`config.mk`:
```
export PLATFORM = sky130hd
export DESIGN_NAME = burst_seq
export DESIGN_NICKNAME = d
export VERILOG_FILES = /design/src/rtl/burst_seq.sv
export SDC_FILE = /design/constraint.sdc
export NUM_CORES = 1
export LEC_CHECK = 0
export ABC_CLOCK_PERIOD_IN_PS = 1540
export BUFFER_PORTS_ARGS = -buffer_cell sky130_fd_sc_hd__buf_2
export CORE_MARGIN = 1
export CORE_UTILIZATION = 40
export DETAILED_ROUTE_END_ITERATION = 7
export MAX_ROUTING_LAYER = met4
export PLACE_DENSITY = 0.77
export SKIP_CTS_REPAIR_TIMING = 1
export SLEW_MARGIN = 20
export SYNTH_ARGS = -nofsm -noshare
export SYNTH_HDL_FRONTEND = slang
export SYNTH_SLANG_ARGS = --single-unit
```
`constraint.sdc`:
```
create_clock -name clk -period 1.54 [get_ports clk]
set_clock_uncertainty 0.2 [all_clocks]
set_input_delay 0.308 -clock clk [delete_from_list [all_inputs] [get_ports clk]]
set_output_delay 0.308 -clock clk [all_outputs]
set_load 0.02 [all_outputs]
```
`src/rtl/burst_seq.sv`:
```
module burst_seq #(
  parameter int ADDR_W  = 17,
  parameter int BURST_W = 2
) (
  input  logic              clk,
  input  logic              rst,
  input  logic [ADDR_W-1:0] addr_in,
  input  logic              strobe_cpu_n,
  input  logic              strobe_ctl_n,
  input  logic              adv_n,
  input  logic              order_sel,
  input  logic              chip_en_n,
  output logic [ADDR_W-1:0] addr_out,
  output logic              burst_active,
  output logic              started_by_ctl
);

  logic [ADDR_W-1:0]  base;
  logic [BURST_W-1:0] cnt;
  logic [BURST_W-1:0] low;
  logic               order_q, order_vld;
  logic               cpu_go, load;

  assign cpu_go = !strobe_cpu_n && !chip_en_n;
  assign load   = cpu_go || !strobe_ctl_n;

  always_ff @(posedge clk) begin
    if (rst) begin
      base           <= '0;
      cnt            <= '0;
      burst_active   <= 1'b0;
      started_by_ctl <= 1'b0;
      order_q        <= 1'b0;
      order_vld      <= 1'b0;
    end else begin
      if (!order_vld) begin
        order_q   <= order_sel;
        order_vld <= 1'b1;
      end
      if (load) begin
        base           <= addr_in;
        cnt            <= '0;
        burst_active   <= !chip_en_n;
        started_by_ctl <= !cpu_go;
      end else if (!adv_n && burst_active) begin
        cnt <= cnt + 1'b1;
      end
    end
  end

  assign low      = order_q ? (base[BURST_W-1:0] ^ cnt) : (base[BURST_W-1:0] + cnt);
  assign addr_out = {base[ADDR_W-1:BURST_W], low};

endmodule

```
==> results.toml <==
[outcome]
status = "complete, but fails checks"
violations = "negative setup slack"

[clock_network]
clk_pin_slew_ps = 110
cts_tree = "built"
cts_sinks = 23
cts_buffer_depth = 2
htree_levels = 1
root_buffer = "clkbuf_4"
numCtsBuffers = 3
clkLatencyLatePin_ps = 300

[synth]
yosysUniqueCellTypes = 22
synthMuxAreaShare_pct = 0.9768
synth_top_family_by_area = "simple AND/OR/NAND/NOR gates"
ys_ff_latch = 23
synthAdderAreaFrac_pct = 1.221
yosysTopAreaCell = "dfxtp_1"
netlist_instances = 115
synth_area_leaders = "dfxtp_1 (45%), buf_4 (12%), nand2_1 (11%), a21oi_2 (8.5%), a21oi_1 (4.4%)"
syn-num-nets = 140
synth_xor_area_share_pct = 3.419
synth_top_cell_area_share_pct = 44.93
synth-simple-area-share_pct = 17.22
ys.warnings.count = 0
synth-compound-area-share_pct = 15.87
yosysSeqAreaShare_pct = 44.93
synth_area_per_cell_um2 = 8.911
synth_area_um2 = 1025

[place]
placed_area_um2 = 1137
gp_congestion = 0.5975
dp_hpwl_um = 1400
dpl_worst_slack_ps = -15.36
portBuffers = 42

[power]
leakagePower_nw = 0.5638
power.total_mw = 1.130
power_density_nw_per_um2 = 928.3
ir_worst_vdd_mv = 0.4736

[timing]
final.min_clock_period_ps = 1736
min_period_over_period_pct = 112.7
hold_violations = 0
fin_ws_ps = -195.8
fmax_mhz = 576.1
relSlewSlack_pct = 59.94
slew_violations = 0
grt_setup_unrepaired = "yes"
tightest_slew_ps = 600.9
setup_viol = 1

[route]
vias = 815
route.met2.wl_um = 921
via_per_inst = 4.684
wl_met1_um = 824
drc = 0
highest_layer = "met3"
wl_per_cell_um = 10.74
drtIter0Drc = 7
wl_met3_um = 121
routed_wl_um = 1868
ant_nets = 0
dr.pass1.iters = 4

[global_route]
grt_usage_pct = 15.07
grt_pass1_vias = 758
grt_pass1_wl_um = 3029
antenna_found_initial = 0
grt.overflow.total = 0
grt_max_degree = 20

[critical_path]
arrival_ps = 1230
criticalPathCategory = "flip-flop to primary output"
cp_max_fo = 2
critPathLaunchType = "flip-flop"
endpoint_kind = "primary output"
crit_required_ps = 1030

[floorplanning]
die_width_um = 52.62
die_y_um = 52.62
num_io_pins = 43
initial_core_util_pct = 44.20
rows = 17
core_um2 = 2318
design.die.area_um2 = 2768

[flow_run]
max_cap_violations = 0

[finish]
final_area_um2 = 1217
layout_common_cells = "buf_2 (40), nand2_1 (31), dfxtp_1 (21)"
drive_gt1_share_pct = 46.58
nets = 172
fill_cells = 224
layout.cells.most_common = "buf_2"
diodes = 0
area_delta_synth_final_pct = 18.80

[hold_path]
worst_hold_path_type = "input pin to flip-flop"
[final timing paths]
check / to / slack (ps) / cells after the start / start
min reg2reg: base[3] / 260 / 2 / base[3]
min: base[16] / 40 / 3 / addr_in[16]
max reg2reg: cnt[0] / 410 / 4 / cnt[0]
max: addr_out[1] / -200 / 4 / cnt[0]
[worst max-delay path: stages, from the launching register on]
cell	delay [ps]
dfxtp_2	350
ha_4	150
nor2b_4	120
xnor2_1	150
buf_4	160
[layer usage]
| layer | GRT usage (%) | vias up |
|---|---|---|
| li1 | - | 416 |
| met1 | 18.36 | 369 |
| met2 | 24.89 | 30 |
| met3 | 2.609 | 0 |
| met4 | 5.263 | 0 |
| met5 | - | - |
[through the flow]
| step | cells | hold WS (ps) | utilization [%] | TNS (ps) |
|---|---|---|---|---|
| 2_1_floorplan | 115 | 177.1 | - | 0 |
| 3_5_place_dp | 167 | 245.4 | 49.06 | -15.36 |
| 3_3_place_gp | 167 | 237.0 | 49.06 | 0 |
| 5_1_grt | 174 | 15.15 | 52.51 | -282.5 |
| 6_report | 174 | 39.13 | 52.51 | -195.8 |
| 4_1_cts | 171 | 23.12 | 50.19 | -387.4 |
[cell type report]
cell class,instances,area [um2],share of cell area (%)
Tap cell,28,35.03,2.878
Inverter,2,7.507,0.6166
Sequential cell,23,462.9,38.03
Clock buffer,4,26.28,2.158
Multi-Input combinational cell,70,416.7,34.22
Timing Repair Buffer,47,269.0,22.10
[report_power, final]
group | total (mW) | switching (mW) | internal, mW
registers | 0.651 | 0.0205 | 0.630
logic | 0.213 | 0.123 | 0.0907
clock network | 0.266 | 0.165 | 0.101
total | 1.13 | 0.308 | 0.822
[kinds of logic (layout without fill, tap and decap cells)]
group | count (synthesis) | in the layout
adders and majority gates | 1 | 1
xor gates and xnor gates | 4 | 4
muxes | 1 | 1
DFF | 23 | 23
buffers and inverters | 22 | 53
AOI/OAI and AO/OA | 22 | 22
and+or+nand+nor | 42 | 42
[synthesized netlist by cell type]
cell type	instances
buf_1	1
dfxtp_1	23
ha_1	1
nand2_1	31
nor3_1	2
buf_2	1
a21oi_2	10
o21a_1	1
o21ai_4	1
inv_1	2
o22ai_1	1
nor2_1	3
xor2_1	1
buf_6	1
nand3b_1	1
a21oi_1	9
nand2_2	3
mux2i_1	1
nor2b_1	2
xnor2_1	3
buf_12	1
buf_4	16
[sequential cells by signal, summed over array words and instances (netlist names)]
register,count
base,17
cnt,2
burst_active,1
order_q,1
order_vld,1
started_by_ctl,1
(Power assumes the default switching activity.)
